`config.mk`:
```
export PLATFORM = sky130hd
export DESIGN_NAME = dbg_watch_matcher
export DESIGN_NICKNAME = d
export VERILOG_FILES = /design/src/rtl/dbgw_pkg.sv /design/src/rtl/dbgw_slot_cmp.sv /design/src/rtl/dbgw_event_reg.sv /design/src/rtl/dbg_watch_matcher.sv
export SDC_FILE = /design/constraint.sdc
export NUM_CORES = 1
export LEC_CHECK = 0
export BUFFER_PORTS_ARGS = -buffer_cell sky130_fd_sc_hd__buf_4
export CORE_MARGIN = 4
export CORE_UTILIZATION = 50
export DETAILED_ROUTE_END_ITERATION = 10
export GPL_TIMING_DRIVEN = 0
export PLACE_DENSITY = 0.72
export SETUP_SLACK_MARGIN = 0.02
export SLEW_MARGIN = 20
export SYNTH_ARGS = -nofsm -noshare
export SYNTH_HDL_FRONTEND = slang
export SYNTH_SLANG_ARGS = --single-unit
export TNS_END_PERCENT = 20
```
`constraint.sdc`:
```
create_clock -name clk -period 3.4 [get_ports clk]
set_input_delay 0 -clock clk [delete_from_list [all_inputs] [get_ports clk]]
set_output_delay 0 -clock clk [all_outputs]
set_load 0.005 [all_outputs]
```
`src/rtl/dbgw_pkg.sv`:
```
package dbgw_pkg;
  localparam int unsigned KIND_W    = 3;
  localparam int unsigned LEN_W     = 3;
  localparam int unsigned KIND_FETCH = 0;
  localparam int unsigned KIND_WRITE = 1;
  localparam int unsigned KIND_READ  = 2;
endpackage

```
`src/rtl/dbgw_slot_cmp.sv`:
```
module dbgw_slot_cmp
  import dbgw_pkg::*;
#(
  parameter int unsigned ADDR_W = 32
) (
  input  logic              slot_en,
  input  logic [ADDR_W-1:0] acc_addr,
  input  logic [LEN_W-1:0]  acc_len,
  input  logic [KIND_W-1:0] acc_kind,
  input  logic [ADDR_W-1:0] bp_addr,
  input  logic [KIND_W-1:0] bp_kind,
  input  logic [LEN_W-1:0]  bp_len,
  output logic              slot_hit
);
  localparam int unsigned EXT_W = ADDR_W + 1;

  logic [EXT_W-1:0] acc_lo, acc_end, bp_lo, bp_end;
  logic kind_ok, low_side, high_side;

  // Range ends are one bit wider, so they do not wrap
  always_comb begin
    acc_lo  = {1'b0, acc_addr};
    bp_lo   = {1'b0, bp_addr};
    acc_end = acc_lo + EXT_W'(acc_len);
    bp_end  = bp_lo + EXT_W'(bp_len);
    kind_ok   = |(acc_kind & bp_kind);
    low_side  = (acc_lo <= bp_lo) && (acc_end > bp_lo);
    high_side = (acc_lo > bp_lo) && (acc_lo < bp_end);
    slot_hit  = slot_en && kind_ok && (low_side || high_side);
  end

  // A hit always means the two byte ranges share a byte
  always_comb begin
    if (slot_hit) begin
      assert_overlap_R4: assert ((acc_lo < bp_end) && (bp_lo < acc_end))
        else $error("slot hit without range overlap");
    end
  end
endmodule

```
`src/rtl/dbgw_event_reg.sv`:
```
module dbgw_event_reg #(
  parameter int unsigned NUM_SLOTS = 4
) (
  input  logic                 clk,
  input  logic                 rst_n,
  input  logic                 set_en,
  input  logic [NUM_SLOTS-1:0] set_vec,
  input  logic                 clr_en,
  input  logic [NUM_SLOTS-1:0] clr_vec,
  output logic [NUM_SLOTS-1:0] flags
);
  logic [NUM_SLOTS-1:0] flags_q, flags_d, clr_eff, set_eff;
  logic                 upd;

  always_comb begin
    set_eff = set_en ? set_vec : '0;
    clr_eff = clr_en ? clr_vec : '0;
    upd     = set_en | clr_en;
    flags_d = (flags_q | set_eff) & ~clr_eff;   // clear wins
  end

  always_ff @(posedge clk or negedge rst_n) begin
    if (!rst_n)   flags_q <= '0;
    else if (upd) flags_q <= flags_d;
  end

  assign flags = flags_q;

  // a bit that is not cleared never falls
  assert_sticky_R6: assert property (@(posedge clk) disable iff (!rst_n)
    1'b1 |=> ((($past(flags_q) & ~$past(clr_eff)) & ~flags_q) == '0));

  // selected bits are zero after a clear
  assert_clear_wins_R7: assert property (@(posedge clk) disable iff (!rst_n)
    (clr_eff != '0) |=> ((flags_q & $past(clr_eff)) == '0));
endmodule

```
`src/rtl/dbg_watch_matcher.sv`:
```
module dbg_watch_matcher
  import dbgw_pkg::*;
#(
  parameter int unsigned ADDR_W    = 32,
  parameter int unsigned NUM_SLOTS = 4
) (
  input  logic                        clk,
  input  logic                        rst_n,
  input  logic                        acc_valid,
  input  logic [ADDR_W-1:0]           acc_addr,
  input  logic [LEN_W-1:0]            acc_len,
  input  logic [KIND_W-1:0]           acc_kind,
  input  logic                        resume,
  input  logic [NUM_SLOTS-1:0]        bp_en,
  input  logic [NUM_SLOTS*ADDR_W-1:0] bp_addr,
  input  logic [NUM_SLOTS*KIND_W-1:0] bp_kind,
  input  logic [NUM_SLOTS*LEN_W-1:0]  bp_len,
  input  logic                        clr_valid,
  input  logic [NUM_SLOTS-1:0]        clr_mask,
  output logic [NUM_SLOTS-1:0]        hit_flags
);
  logic [NUM_SLOTS-1:0] slot_hit;
  logic                 match_gate;

  // the whole matcher is gated
  assign match_gate = acc_valid && !resume && (|bp_en);

  for (genvar s = 0; s < NUM_SLOTS; s++) begin : g_slot
    dbgw_slot_cmp #(.ADDR_W(ADDR_W)) u_cmp (
      .slot_en  (bp_en[s]),
      .acc_addr (acc_addr),
      .acc_len  (acc_len),
      .acc_kind (acc_kind),
      .bp_addr  (bp_addr[s*ADDR_W +: ADDR_W]),
      .bp_kind  (bp_kind[s*KIND_W +: KIND_W]),
      .bp_len   (bp_len[s*LEN_W +: LEN_W]),
      .slot_hit (slot_hit[s])
    );
  end

  dbgw_event_reg #(.NUM_SLOTS(NUM_SLOTS)) u_events (
    .clk     (clk),
    .rst_n   (rst_n),
    .set_en  (match_gate),
    .set_vec (slot_hit),
    .clr_en  (clr_valid),
    .clr_vec (clr_mask),
    .flags   (hit_flags)
  );

  // nothing changes under resume without a clear
  assert_resume_gate_R1: assert property (@(posedge clk) disable iff (!rst_n)
    (resume && !clr_valid) |=> $stable(hit_flags));

  // only enabled slots may raise their bit
  assert_enable_R2: assert property (@(posedge clk) disable iff (!rst_n)
    1'b1 |=> ((hit_flags & ~$past(hit_flags) & ~$past(bp_en)) == '0));

  // nothing changes without an access or a clear
  assert_strobe_R8: assert property (@(posedge clk) disable iff (!rst_n)
    (!acc_valid && !clr_valid) |=> $stable(hit_flags));
endmodule

```
### Yosys cells after proc, flatten, opt, wreduce, memory -nomap -nowiden

Cells that the tools add are included.

| storage, ports and cells | value |
|---|---|
| register bits | 4 |
| input bits | 203 |
| word-level logic and storage cells | 60 |
| output and inout bits | 4 |

| operators by class | value |
|---|---|
| bitwise gates (word level) | 8 |
| add/sub/neg operators | 5 |
| magnitude comparators | 16 |
| muxes and demuxes | 2 |
| reductions and logical operators | 28 |

Operator list:

| operator | count |
|---|---|
| $add 32x3->33 | 5 |
| $gt 33x32->1 | 4 |
| $lt 32x33->1 | 4 |
| $gt 32x32->1 | 4 |
| $le 32x32->1 | 4 |
| $logic_and 1x1->1 | 18 |
| $and 3x3->3 | 4 |
| $reduce_or 3->1 | 4 |
| $mux 4 | 2 |
| $and 4x4->4 | 1 |
| $logic_or 1x1->1 | 4 |
| $not 4->4 | 1 |
| $or 4x4->4 | 1 |
| $reduce_or 4->1 | 1 |
| $logic_not 1->1 | 1 |
| $or 1x1->1 | 1 |

### Depth between registers and ports, before layout

| depth | value |
|---|---|
| depth in word-level cells | 8 |
| mapped depth | 19 |
| gate-level depth less buffers | 19 |

### Cells and area by module

Synthesis repeated with hierarchy kept, for this count alone.

| second synthesis, totals | value |
|---|---|
| cells, all modules | 1863 |
| area, all modules | 13879.6 µm² |

By module, submodules not included:

| module | area an instance (µm²) | times used | sequential area each (µm²) | cells each |
|---|---|---|---|---|
| dbgw_slot_cmp (g_slot[1].u_cmp ...) | 3422.0 | 2 | 0.0 | 465 |
| dbgw_slot_cmp (g_slot[0].u_cmp) | 3459.6 | 1 | 0.0 | 456 |
| dbgw_slot_cmp (g_slot[2].u_cmp) | 3422.0 | 1 | 0.0 | 463 |
| dbgw_event_reg | 140.1 | 1 | 100.1 | 12 |
| dbg_watch_matcher | 13.8 | 1 | 0.0 | 2 |

### Least setup slack after synthesis

Ideal clock, no wire load.

| path | value |
|---|---|
| path kind | input to register |
| start | in acc_addr[0] |
| end | reg u_events.flags_q[0], in the netlist u_events.flags[0] |
| arrival | 3.334 ns |
| library setup time | 0.138 ns |
| path buffers | 0 |
| setup slack | -0.072 ns |
| cell stages on the path | 19 |
| data required time | 3.262 ns |
| cells stage by stage | ha_1 -> inv_1 -> fa_1 -> and2b_1 -> o2111ai_2 -> nor3_4 -> nand4_2 -> nor2_1 -> nand3_1 -> xnor2_1 -> ha_1 -> nand4_1 -> nor4_1 -> a221oi_1 -> o31ai_1 -> a311oi_1 -> a41oi_1 -> nor4_1 -> a2111oi_2 |

| between the ends | value |
|---|---|
| word-level cells in the longest chain between the ends | 8 |
| elaborated cells on any way between the ends | 12 |
| classes of those cells | add/sub: 1; order compare: 4; mux: 1; bitwise: 2; reduce/logical: 4 |

RTL lines:

| item | RTL line | text |
|---|---|---|
| start: declaration | dbg_watch_matcher.sv:10 | `input logic [ADDR_W-1:0] acc_addr,` |
| $add 32x3->33 | dbgw_slot_cmp.sv:24 | `acc_end = acc_lo + EXT_W'(acc_len);` |
| $gt 33x32->1 | dbgw_slot_cmp.sv:27 | `low_side = (acc_lo <= bp_lo) && (acc_end > bp_lo);` |
| $logic_and 1x1->1 | dbgw_slot_cmp.sv:27 |  |
| $logic_or 1x1->1 (*) | dbgw_slot_cmp.sv:29 | `slot_hit = slot_en && kind_ok && (low_side \|\| high_side);` |
| $logic_and 1x1->1 (*) | dbgw_slot_cmp.sv:29 |  |
| $mux 4 (*) | dbgw_event_reg.sv:16 | `set_eff = set_en ? set_vec : '0;` |
| $or 4x4->4 (*) | dbgw_event_reg.sv:19 | `flags_d = (flags_q \| set_eff) & ~clr_eff;` |
| $and 4x4->4 (*) | dbgw_event_reg.sv:19 |  |
| end signal: assignment | dbgw_event_reg.sv:24 | `else if (upd) flags_q <= flags_d;` |
| end: declaration | dbgw_event_reg.sv:12 | `logic [NUM_SLOTS-1:0] flags_q, flags_d, clr_eff, set_eff;` |

Mark *: on every way between the ends. The rest lies on a longest branch, timed or not.
A chain may end at the register's enable or synchronous reset.

### Worst setup path in the final report

| path | value |
|---|---|
| start | in acc_addr[0] |
| end | reg u_events.flags_q[1], in the netlist u_events.flags[1] |

The elaborated chain is that of the path after synthesis.

==> out/qor.yml <==
cts:
  htree_levels: 1
  cts.path.max_buffers: 2
  numCtsBuffers: 3
  clk_latency_ns: 0.22
  clk_pin_slew_ns: 0.03
  tritoncts: "done"
  root_buffer: "clkbuf_16"
  clock-sinks: 4
timing:
  worst-slew-pin-transition_ns: 0.929
  slew_headroom_pct: 36.4
  clock_skew_ns: 0
  fin_crit_sh_pct: 106
  setup_viol_count_final: 4
  rsz0062_at_grt: "yes"
  max_clock_freq_ghz: 0.278
  hold_viol_final: 0
  drv_slew: 0
  fin_tns_setup_ns: -0.515
  setup_ws_ns: -0.195
  period_needed_ns: 3.60
routing:
  via_count: 12500
  wirelength_mm: 38.3
  drt-initial-drc-count: 761
  drt-pass1-iter-count: 6
  wl_per_cell_um: 18.2
  viasPerCell: 5.92
  ant_nets: 0
  route.detailed.drc: 0
yosys:
  synth-async-reset-ratio_pct: 100
  ys_warn_count: 0
  syn_area_per_cell_um2: 7.66
  synthFlopType: "dfrtp_1"
  post_synth_num_cell_types: 70
  ys_seq_area_share_pct: 0.843
  synth_edf_count: 0
  synth_cells: 1550
  synth_area_leaders: "ha_1, xnor2_1, a21oi_1, inv_1, nand4_1"
  synth-seq-cells: 4
  synth_top_cell_area_share_pct: 41.6
  syn_nets: 2153
  synth_area_leader_cell: "ha_1"
  syn_area_um2: 11900
outcome:
  violations: "setup timing"
  outcome: "finished with violations"
grt:
  globalRouteMet2Util_pct: 48.9
  grtUsageMet1_pct: 37.1
  first_global_vias: 12100
  grt_max_degree: 13
  grt_pass1_wl_mm: 61.3
  antenna_found_initial: 0
  grt_usage_pct: 28.0
  grt_use_met3_pct: 3.15
  grt_overflow: 0
  top_usage_layer: "met2"
cells_and_area:
  finish.instance_area_um2: 14900
  final_cell_mix: "ha_1, buf_4, inv_1"
  diodes: 0
  largest_reg_flops: 4
  nNetsFinal: 2393
  areaGrowthSynthToFinish_pct: 25.7
  drive_gt1_share_pct: 19.6
  mostFrequentLayoutCell: "ha_1"
critical_path:
  required_ns: 3.50
  critPathLaunch: "acc_addr[0]"
  crit_type: "in2reg"
  startpoint_type: "primary input"
  endpoint_kind: "flop"
  r2r_setup_slack_ns: 1.92
  rr_worst_depth: 6
  arrival_ns: 3.70
  r2r_end: "u_events.flags[1]"
  endpoint: "u_events.flags[1]"
  critical_path.max_fanout: 4
  r2r_start: "u_events.flags[1]"
placed_design:
  placed_area_um2: 13800
  io_buffers: 206
  place_hpwl_mm: 32.8
  place_congestion: 0.978
power:
  leakage_nw: 7.28
  ir_worst_vdd_uv: 220
  p_per_area_nw_per_um2: 140
floorplan:
  rows: 56
  num_io_pins: 207
  dieArea_um2: 26300
  start_util_pct: 50.8
  die_h_um: 162
  coreArea_um2: 23400
  die_w_um: 162
min_path:
  hold_class: "in2reg"
job:
  cap_violations: 0
==> cell usage after synthesis (9+ instances only) <==
cell type and number:
ha_1 395, inv_1 154, xnor2_1 141, a21oi_1 132, nand2_1 126, nand4_1 78
nor2_1 73, nand3_1 63, a21o_1 58, o21ai_0 52, nor3_1 38, a211oi_1 19
and4_1 19, nor2b_1 18, and3_1 17, o211ai_1 17, nor4_1 16, xor2_1 9
==> power breakdown <==
| part | leakage, nW | switching [W] | internal, W |
|---|---|---|---|
| combinational | 7.19 | 0.00101 | 0.000830 |
| clock | 0.0370 | 0.0000364 | 0.000151 |
| sequential | 0.0551 | 0.00000505 | 0.0000506 |
==> cell type report <==
| cell class | instances | area [um^2] |
|---|---|---|
| Clock buffer | 3 | 75.1 |
| Fill cell | 2095 | 8470 |
| Inverter | 155 | 582 |
| Multi-Input combinational cell | 1391 | 12000 |
| Sequential cell | 4 | 100 |
| Tap cell | 319 | 399 |
| Timing Repair Buffer | 235 | 1820 |
==> cell families after synthesis <==
family / Yosys count / synth area share, %
AO/OA/AOI/OAI: 346 / 18.7
AND/OR/NAND/NOR: 493 / 21.8
flip-flops: 4 / 0.843
buffers and inverters: 155 / 4.90
XOR/XNOR: 150 / 11.1
adder cells (fa/ha/maj): 400 / 42.4
multiplexers: 2 / 0.169
==> critical path: stages <==
cell,delay [ns]
buf_8,0.08
ha_4,0.12
inv_2,0.03
fa_2,0.33
and2b_2,0.28
o2111ai_4,0.18
nor3_4,0.30
buf_6,0.15
buf_6,0.11
nand2_2,0.09
xnor2_4,0.20
ha_1,0.32
nand2_1,0.07
or3_4,0.40
nor3_4,0.18
nand4_1,0.14
a311o_1,0.39
mux2i_2,0.24
a211oi_2,0.06
==> through the flow <==
stage	utilization [%]	instances	power, W	setup WS (ns)	hold WS [ns]
after floorplan	-	1550	0.00111	-0.0170	-0.296
after global placement	59.2	2075	0.00168	-1.07	-0.200
after detailed placement	59.2	2075	0.00173	-1.04	-0.199
after CTS	62.8	2101	0.00203	-0.125	0.0219
after global routing	63.8	2107	0.00232	-0.338	0.0296
final	63.8	2107	0.00209	-0.195	0.0220
==> per-layer routing <==
layer | vias to the layer above | part of all wire (%) | routed length (um)
met3 | 80 | 6.8 | 2600
li1 | 6295 | - | -
met1 | 5666 | 44 | 16800
met5 | - | 0 | 0
met2 | 437 | 47 | 17900
met4 | 0 | 2.6 | 988
==> repair_timing <==
| action | 4_1_cts | 5_1_grt |
|---|---|---|
| resized for setup | 99 | 40 |
| pin swaps | 36 | 44 |
| endpoints found under the setup margin | 4 | 4 |
| hold endpoints to repair | 7 | 0 |
| hold buffers | 4 | 0 |
| buffers inserted | 19 | 6 |
==> how the worst min path moves through the flow <==
stage / start / endpoint / cells past startpoint
floorplan: rst_n / u_events.flags[0] / 0
global placement: rst_n / u_events.flags[1] / 1
detailed placement: rst_n / u_events.flags[1] / 1
CTS: clr_valid / u_events.flags[0] / 2
global route: clr_valid / u_events.flags[1] / 2
finish: clr_valid / u_events.flags[1] / 2
No activity file was read; power rests on OpenSTA's default activity.
